[config.mk]
export PLATFORM = sky130hd
export DESIGN_NAME = kwdt_top
export DESIGN_NICKNAME = d
export VERILOG_FILES = /design/src/rtl/kwdt_pkg.sv /design/src/rtl/kwdt_regs.sv /design/src/rtl/kwdt_key.sv /design/src/rtl/kwdt_counter.sv /design/src/rtl/kwdt_rstgen.sv /design/src/rtl/kwdt_top.sv
export SDC_FILE = /design/constraint.sdc
export NUM_CORES = 1
export LEC_CHECK = 0
export BUFFER_PORTS_ARGS = -buffer_cell sky130_fd_sc_hd__buf_2
export CORE_MARGIN = 8
export CORE_UTILIZATION = 30
export DETAILED_ROUTE_END_ITERATION = 7
export GPL_TIMING_DRIVEN = 1
export PLACE_DENSITY = 0.54
export SETUP_SLACK_MARGIN = 0.4
export SLEW_MARGIN = 20
export SYNTH_ARGS = -nofsm -noshare
export SYNTH_HDL_FRONTEND = slang
export SYNTH_SLANG_ARGS = --single-unit
[constraint.sdc]
create_clock -name clk -period 4.1 [get_ports clk]
set_input_delay 1.025 -clock clk [delete_from_list [all_inputs] [get_ports clk]]
set_output_delay 1.025 -clock clk [all_outputs]
set_load 0.03 [all_outputs]
[src/rtl/kwdt_pkg.sv]
`timescale 1ns/1ps
package kwdt_pkg;
    localparam int BUS_W  = 8;
    localparam int ADDR_W = 2;

    localparam logic [ADDR_W-1:0] A_HI   = 2'd0;
    localparam logic [ADDR_W-1:0] A_LO   = 2'd1;
    localparam logic [ADDR_W-1:0] A_CTRL = 2'd2;

    localparam logic [BUS_W-1:0] KEY_OPEN  = 8'hAA;
    localparam logic [BUS_W-1:0] KEY_CLOSE = 8'h55;

    localparam int C_RUN     = 0;
    localparam int C_ONESHOT = 1;
    localparam int C_SEL_LSB = 2;
    localparam int C_WDOFF_N = 7;

    typedef enum logic {
        KEY_WAIT_OPEN,
        KEY_HAVE_OPEN
    } key_st_e;
endpackage

[src/rtl/kwdt_regs.sv]
`timescale 1ns/1ps
module kwdt_regs
    import kwdt_pkg::*;
#(
    parameter int CNT_W = 16
) (
    input  logic                clk,
    input  logic                rst_n,
    input  logic                soft_clr,
    input  logic                hold,
    input  logic                wr_en,
    input  logic [ADDR_W-1:0]   addr,
    input  logic [BUS_W-1:0]    wdata,
    input  logic                stop_req,
    output logic [CNT_W-1:0]    preset,
    output logic                armed,
    output logic                run,
    output logic                oneshot,
    output logic [1:0]          src_sel,
    output logic                load_req,
    output logic [CNT_W-1:0]    load_val
);
    localparam int HI_W = CNT_W - BUS_W;

    typedef struct packed {
        logic [HI_W-1:0]  hi;
        logic [BUS_W-1:0] lo;
        logic             run;
        logic             oneshot;
        logic [1:0]       src_sel;
        logic             armed;
    } regs_t;

    regs_t regs_d, regs_q;

    always_comb begin
        regs_d   = regs_q;
        load_req = 1'b0;
        load_val = {regs_q.hi, regs_q.lo};
        if (soft_clr) begin
            regs_d = '0;
        end else if (!hold) begin
            if (stop_req) begin
                regs_d.run = 1'b0;
            end
            if (wr_en) begin
                case (addr)
                    A_HI: begin
                        if (!regs_q.armed) begin
                            regs_d.hi = wdata[HI_W-1:0];
                        end
                    end
                    A_LO: begin
                        if (!regs_q.armed) begin
                            regs_d.lo = wdata;
                            load_req  = 1'b1;
                            load_val  = {regs_q.hi, wdata};
                        end
                    end
                    A_CTRL: begin
                        regs_d.run     = wdata[C_RUN];
                        regs_d.oneshot = wdata[C_ONESHOT];
                        regs_d.src_sel = wdata[C_SEL_LSB +: 2];
                        if (!regs_q.armed && !wdata[C_WDOFF_N]) begin
                            regs_d.armed = 1'b1;
                            load_req     = 1'b1;
                        end
                    end
                    default: ;
                endcase
            end
        end
    end

    always_ff @(posedge clk or negedge rst_n) begin
        if (!rst_n) begin
            regs_q <= '0;
        end else begin
            regs_q <= regs_d;
        end
    end

    assign preset  = {regs_q.hi, regs_q.lo};
    assign armed   = regs_q.armed;
    assign run     = regs_q.run;
    assign oneshot = regs_q.oneshot;
    assign src_sel = regs_q.src_sel;

    AST_ARM_STICKY: assert property (@(posedge clk) disable iff (!rst_n)
        armed && !soft_clr |=> armed);
    AST_PRESET_LOCK: assert property (@(posedge clk) disable iff (!rst_n)
        armed && !soft_clr |=> $stable(preset));
endmodule

[src/rtl/kwdt_key.sv]
`timescale 1ns/1ps
module kwdt_key
    import kwdt_pkg::*;
(
    input  logic               clk,
    input  logic               rst_n,
    input  logic               soft_clr,
    input  logic               hold,
    input  logic               armed,
    input  logic               wr_en,
    input  logic [ADDR_W-1:0]  addr,
    input  logic [BUS_W-1:0]   wdata,
    output logic               reload
);
    typedef struct packed {
        key_st_e st;
    } key_t;

    key_t key_d, key_q;
    logic lo_key_wr;

    always_comb begin
        key_d     = key_q;
        reload    = 1'b0;
        lo_key_wr = armed && !hold && wr_en && (addr == A_LO);
        if (soft_clr) begin
            key_d.st = KEY_WAIT_OPEN;
        end else if (lo_key_wr) begin
            if (wdata == KEY_OPEN) begin
                key_d.st = KEY_HAVE_OPEN;
            end else if (key_q.st == KEY_HAVE_OPEN && wdata == KEY_CLOSE) begin
                reload   = 1'b1;
                key_d.st = KEY_WAIT_OPEN;
            end else begin
                key_d.st = KEY_WAIT_OPEN;
            end
        end
    end

    always_ff @(posedge clk or negedge rst_n) begin
        if (!rst_n) begin
            key_q <= '{st: KEY_WAIT_OPEN};
        end else begin
            key_q <= key_d;
        end
    end

    AST_OPEN_FIRST: assert property (@(posedge clk) disable iff (!rst_n)
        (key_q.st == KEY_HAVE_OPEN) && ($past(key_q.st) == KEY_WAIT_OPEN)
        |-> $past(wr_en && addr == A_LO && wdata == KEY_OPEN));
endmodule

[src/rtl/kwdt_counter.sv]
`timescale 1ns/1ps
module kwdt_counter #(
    parameter int CNT_W = 16
) (
    input  logic              clk,
    input  logic              rst_n,
    input  logic              soft_clr,
    input  logic              hold,
    input  logic              armed,
    input  logic              run,
    input  logic              oneshot,
    input  logic [1:0]        src_sel,
    input  logic              ext_evt,
    input  logic              halt,
    input  logic              load_req,
    input  logic [CNT_W-1:0]  load_val,
    input  logic              reload,
    input  logic [CNT_W-1:0]  preset,
    output logic [CNT_W-1:0]  count,
    output logic              eoc,
    output logic              stop_req
);
    typedef struct packed {
        logic [CNT_W-1:0] cnt;
    } cnt_t;

    cnt_t cnt_d, cnt_q;
    logic tick;

    always_comb begin
        cnt_d    = cnt_q;
        eoc      = 1'b0;
        stop_req = 1'b0;
        if (armed) begin
            tick = 1'b1;
        end else begin
            tick = run && !halt && ((src_sel == 2'b00) || ext_evt);
        end
        if (soft_clr) begin
            cnt_d.cnt = '0;
        end else if (hold) begin
            cnt_d = cnt_q;
        end else if (load_req) begin
            cnt_d.cnt = load_val;
        end else if (reload) begin
            cnt_d.cnt = preset;
        end else if (tick) begin
            if (cnt_q.cnt != '0) begin
                cnt_d.cnt = cnt_q.cnt - CNT_W'(1);
            end else if (armed) begin
                eoc = 1'b1;
            end else if (oneshot) begin
                stop_req = 1'b1;
            end else begin
                cnt_d.cnt = preset;
            end
        end
    end

    always_ff @(posedge clk or negedge rst_n) begin
        if (!rst_n) begin
            cnt_q <= '0;
        end else begin
            cnt_q <= cnt_d;
        end
    end

    assign count = cnt_q.cnt;

    AST_WD_STEP: assert property (@(posedge clk) disable iff (!rst_n)
        armed && !hold && !soft_clr && !reload && !load_req && (count != '0)
        |=> count == $past(count) - CNT_W'(1));
endmodule

[src/rtl/kwdt_rstgen.sv]
`timescale 1ns/1ps
module kwdt_rstgen #(
    parameter int RST_LEN = 4
) (
    input  logic clk,
    input  logic rst_n,
    input  logic eoc,
    output logic sys_rst,
    output logic soft_clr
);
    localparam int RST_CW = $clog2(RST_LEN) + 1;

    typedef struct packed {
        logic              active;
        logic [RST_CW-1:0] left;
    } pulse_t;

    pulse_t pulse_d, pulse_q;

    always_comb begin
        pulse_d  = pulse_q;
        soft_clr = pulse_q.active && (pulse_q.left == '0);
        if (pulse_q.active) begin
            if (pulse_q.left == '0) begin
                pulse_d.active = 1'b0;
            end else begin
                pulse_d.left = pulse_q.left - RST_CW'(1);
            end
        end else if (eoc) begin
            pulse_d.active = 1'b1;
            pulse_d.left   = RST_CW'(RST_LEN - 1);
        end
    end

    always_ff @(posedge clk or negedge rst_n) begin
        if (!rst_n) begin
            pulse_q <= '0;
        end else begin
            pulse_q <= pulse_d;
        end
    end

    assign sys_rst = pulse_q.active;
endmodule

[src/rtl/kwdt_top.sv]
`timescale 1ns/1ps
module kwdt_top
    import kwdt_pkg::*;
#(
    parameter int CNT_W   = 16,
    parameter int RST_LEN = 4
) (
    input  logic              clk,
    input  logic              rst_n,
    input  logic              bus_wr_i,
    input  logic [1:0]        bus_addr_i,
    input  logic [7:0]        bus_wdata_i,
    input  logic              halt_i,
    input  logic              ext_evt_i,
    output logic [CNT_W-1:0]  count_o,
    output logic              wd_mode_o,
    output logic              sys_rst_o
);
    logic             soft_clr, hold, stop_req, armed, run, oneshot;
    logic [1:0]       src_sel;
    logic             load_req, key_reload, eoc;
    logic [CNT_W-1:0] preset, load_val, count;

    assign hold = sys_rst_o;

    kwdt_regs #(.CNT_W(CNT_W)) regs_i (
        .clk(clk), .rst_n(rst_n), .soft_clr(soft_clr), .hold(hold),
        .wr_en(bus_wr_i), .addr(bus_addr_i), .wdata(bus_wdata_i),
        .stop_req(stop_req), .preset(preset), .armed(armed), .run(run),
        .oneshot(oneshot), .src_sel(src_sel), .load_req(load_req),
        .load_val(load_val)
    );

    kwdt_key key_i (
        .clk(clk), .rst_n(rst_n), .soft_clr(soft_clr), .hold(hold),
        .armed(armed), .wr_en(bus_wr_i), .addr(bus_addr_i),
        .wdata(bus_wdata_i), .reload(key_reload)
    );

    kwdt_counter #(.CNT_W(CNT_W)) cnt_i (
        .clk(clk), .rst_n(rst_n), .soft_clr(soft_clr), .hold(hold),
        .armed(armed), .run(run), .oneshot(oneshot), .src_sel(src_sel),
        .ext_evt(ext_evt_i), .halt(halt_i), .load_req(load_req),
        .load_val(load_val), .reload(key_reload), .preset(preset),
        .count(count), .eoc(eoc), .stop_req(stop_req)
    );

    kwdt_rstgen #(.RST_LEN(RST_LEN)) rst_i (
        .clk(clk), .rst_n(rst_n), .eoc(eoc),
        .sys_rst(sys_rst_o), .soft_clr(soft_clr)
    );

    assign count_o   = count;
    assign wd_mode_o = armed;

    AST_EXPIRE_RESETS: assert property (@(posedge clk) disable iff (!rst_n)
        wd_mode_o && !sys_rst_o && (count_o == '0) && !key_reload
        |=> sys_rst_o);
    AST_PULSE_CLEARS: assert property (@(posedge clk) disable iff (!rst_n)
        $fell(sys_rst_o) |-> !wd_mode_o && (count_o == '0));
endmodule

==> reports/results.tsv <==
metric	value	unit
slew_headroom	34.5	%
io_pins	33	
ir_drop	171	uV
crit_buf_inv	2	
fin_crit_sh	71.4	%
path_clk_slew	0.08	ns
hold_buffers	0	
synthTopCellsByArea	dfrtp_1, nor2_1, mux2i_1, a21oi_1, nand2_1	
place_congestion	0.821	
cts_buffers	5	
nFillCells	937	
synthCells	296	
crit_chain	buf_2 > inv_1 > ha_1 > nand4b_4 > or4b_4 > o21ai_1 > nor2_1 > a32oi_1 > o22ai_1	
core	8640	um^2
post_cts_buffers	0	
cts_buffer_depth	2	
postLayoutCellArea	2960	um^2
rsz0062_at_grt	no	
ctsResizeCount	0	
synth.largest_area_cell	dfrtp_1	
ys_seq_area_share	39.7	%
path_delay_family	simple AND/OR/NAND/NOR gates	
antenna_found_initial	0	
crit_path_max_fanout	6	
clk_latency	0.30	ns
die_x	110	um
clock-sinks	42	
dieHeight	110	um
vias	2425	
initial_core_util	30.6	%
p_total	1820	uW
placed_cell_area	2880	um^2
cts_max_level	2	
cp-start-kind	input pin	
grtUsageTotal	13.4	%
timing.fmax	0.341	GHz
grt_pass1_vias	2398	
required	4.26	ns
fin_util	34.2	%
power_leakage	0.00141	uW
drcViolationCount	0	
area_growth	11.7	%
drt_iter0_drc	143	
hold_viol	0	
ys_seq_elements	42	
critPathMaxStageDelay	0.53	ns
period_needed	2.93	ns
cp_slowest_cell	or4b_4	
ys.flop_type	dfrtp_1	
synth-edff-count	0	
multi_input_area	1480	um^2
path_class	in -> reg	
num_rows	34	
slew_violations	0	
fin_cells	432	
grt_max_degree	43	
p_per_area	616	nW/um^2
portBuffers	32	
final_antenna_net_count	0	
avgSynthCellArea	8.94	um^2
maxCapViolations	0	
synth_cell_types	62	
hp-class	reg -> reg	
drt-vias-per-instance	5.61	
dp_hpwl	5680	um
async_flop_share	100	%
fin_nets	346	
status	completed	
setup_violations	0	
die_area	12100	um^2
syn-num-nets	318	
tns	0	ns
gr-total-overflow	0	
diodes	0	
finClkSkew	0.00652	ns
synth_area	2650	um^2
ys_warn_count	0	
grt_pass1_wl	12700	um
seqCellArea	1050	um^2
critPathCaptureType	register	
drive_gt1_share	15.4	%
placed_cells	425	
wirelength	7570	um
synth_top_area_share	39.7	%
tightest_slew	0.982	ns
wire_per_inst	17.5	um
cts_tree	done	
cts_root_buffer	clkbuf_8	
drtPass1Iterations	4	
worstPathArrival	3.08	ns
==> cell type report <==
| type | instances | area share, % |
|---|---|---|
| inverter | 13 | 1.65 |
| timing repair buffer | 33 | 5.67 |
| multi-input combinational | 229 | 50.0 |
| sequential | 42 | 35.6 |
| tap | 108 | 4.57 |
| clock buffer | 7 | 2.58 |
==> cell usage in the layout, fill, tap and decap left out, types with 2 or more instances in the layout <==
cell type / instances
a32oi_1: 4
dfrtp_1: 42
nor2b_1: 2
a211o_1: 2
clkbuf_8: 5
o21ai_1: 9
clkbuf_1: 2
buf_2: 32
ha_1: 7
o2bb2ai_1: 3
o22ai_1: 3
or4bb_1: 2
nor4_1: 3
nor4_2: 2
nor2_1: 52
a21oi_1: 23
a21o_1: 3
nor3_1: 8
a31oi_1: 2
inv_1: 13
or3_1: 2
mux2i_1: 14
a22oi_1: 3
nand2_1: 27
nand4_1: 4
o21bai_1: 3
o211ai_1: 3
nand3_1: 4
xnor2_1: 2
a22o_1: 8
o311ai_0: 2
o31ai_1: 2
==> metrics by stage <==
step / hold WS [ns] / setup WS, ns
floorplan: 0.467 / 1.15
global placement: 0.481 / 0.920
detailed placement: 0.486 / 0.882
CTS: 0.505 / 1.20
global route: 0.537 / 0.939
finish: 0.497 / 1.17
==> per-layer routing <==
layer	up-vias	part of all wire, %	global-route usage (%)	wire, um
met5	-	0	0	0
met4	0	2.0	4.73	152
met3	14	6.7	3.11	507
met2	77	43	19.5	3270
met1	1183	48	18.8	3640
li1	1151	-	-	-
==> power by group <==
group | switching, uW | total, uW | leakage, uW | internal [uW]
logic | 495 | 823 | 0.000827 | 329
registers | 183 | 741 | 0.000545 | 557
clock network | 141 | 258 | 0.0000383 | 117
==> synth_stat cells (3+ instances only) <==
cell and instances:
a21o_1 3, a21oi_1 23, a22o_1 8, a22oi_1 3, a32oi_1 4, buf_6 3
clkbuf_1 8, dfrtp_1 42, ha_1 7, inv_1 13, mux2i_1 14, nand2_1 27
nand3_1 4, nand4_1 4, nor2_1 52, nor3_1 8, nor4_1 3, o211ai_1 3
o21ai_1 9, o21bai_1 3, o22ai_1 3, o2bb2ai_1 3
==> final timing paths <==
check,to,startpoint,cells after the start,slack [ns]
worst max-delay path,cnt_i.count[14],bus_addr_i[1],9,1.17
worst min-delay path,rst_i.pulse_q[1],rst_i.pulse_q[1],2,0.50
worst max register to register,cnt_i.count[14],rst_i.pulse_q[0],9,1.20
worst min register to register,rst_i.pulse_q[1],rst_i.pulse_q[1],2,0.50
max in group asynchronous,regs_i.preset[4],rst_n,1,2.61
min in group asynchronous,rst_i.pulse_q[0],rst_n,1,0.89
==> worst min-delay path, stage by stage, from the launching register on <==
cell	delay, ns
dfrtp_1	0.34
nand2_1	0.05
o211ai_1	0.07
==> registers in the layout, summed over array words and instances, names as in the netlist <==
name / flops
regs_i.oneshot: 1
regs_i.preset: 16
regs_i.armed: 1
regs_i.run: 1
key_i.key_q: 1
regs_i.src_sel: 2
rst_i.sys_rst: 1
rst_i.pulse_q: 3
cnt_i.count: 16
==> cell families after synthesis <==
logic type | Yosys count | share of synthesized area, %
compound gates | 82 | 21.6
xor+xnor | 3 | 0.994
fa+ha+maj | 7 | 3.31
buf+inv | 25 | 4.45
flops | 42 | 39.7
mux | 15 | 5.72
simple gates | 122 | 24.2
(Power assumes the default switching activity.)
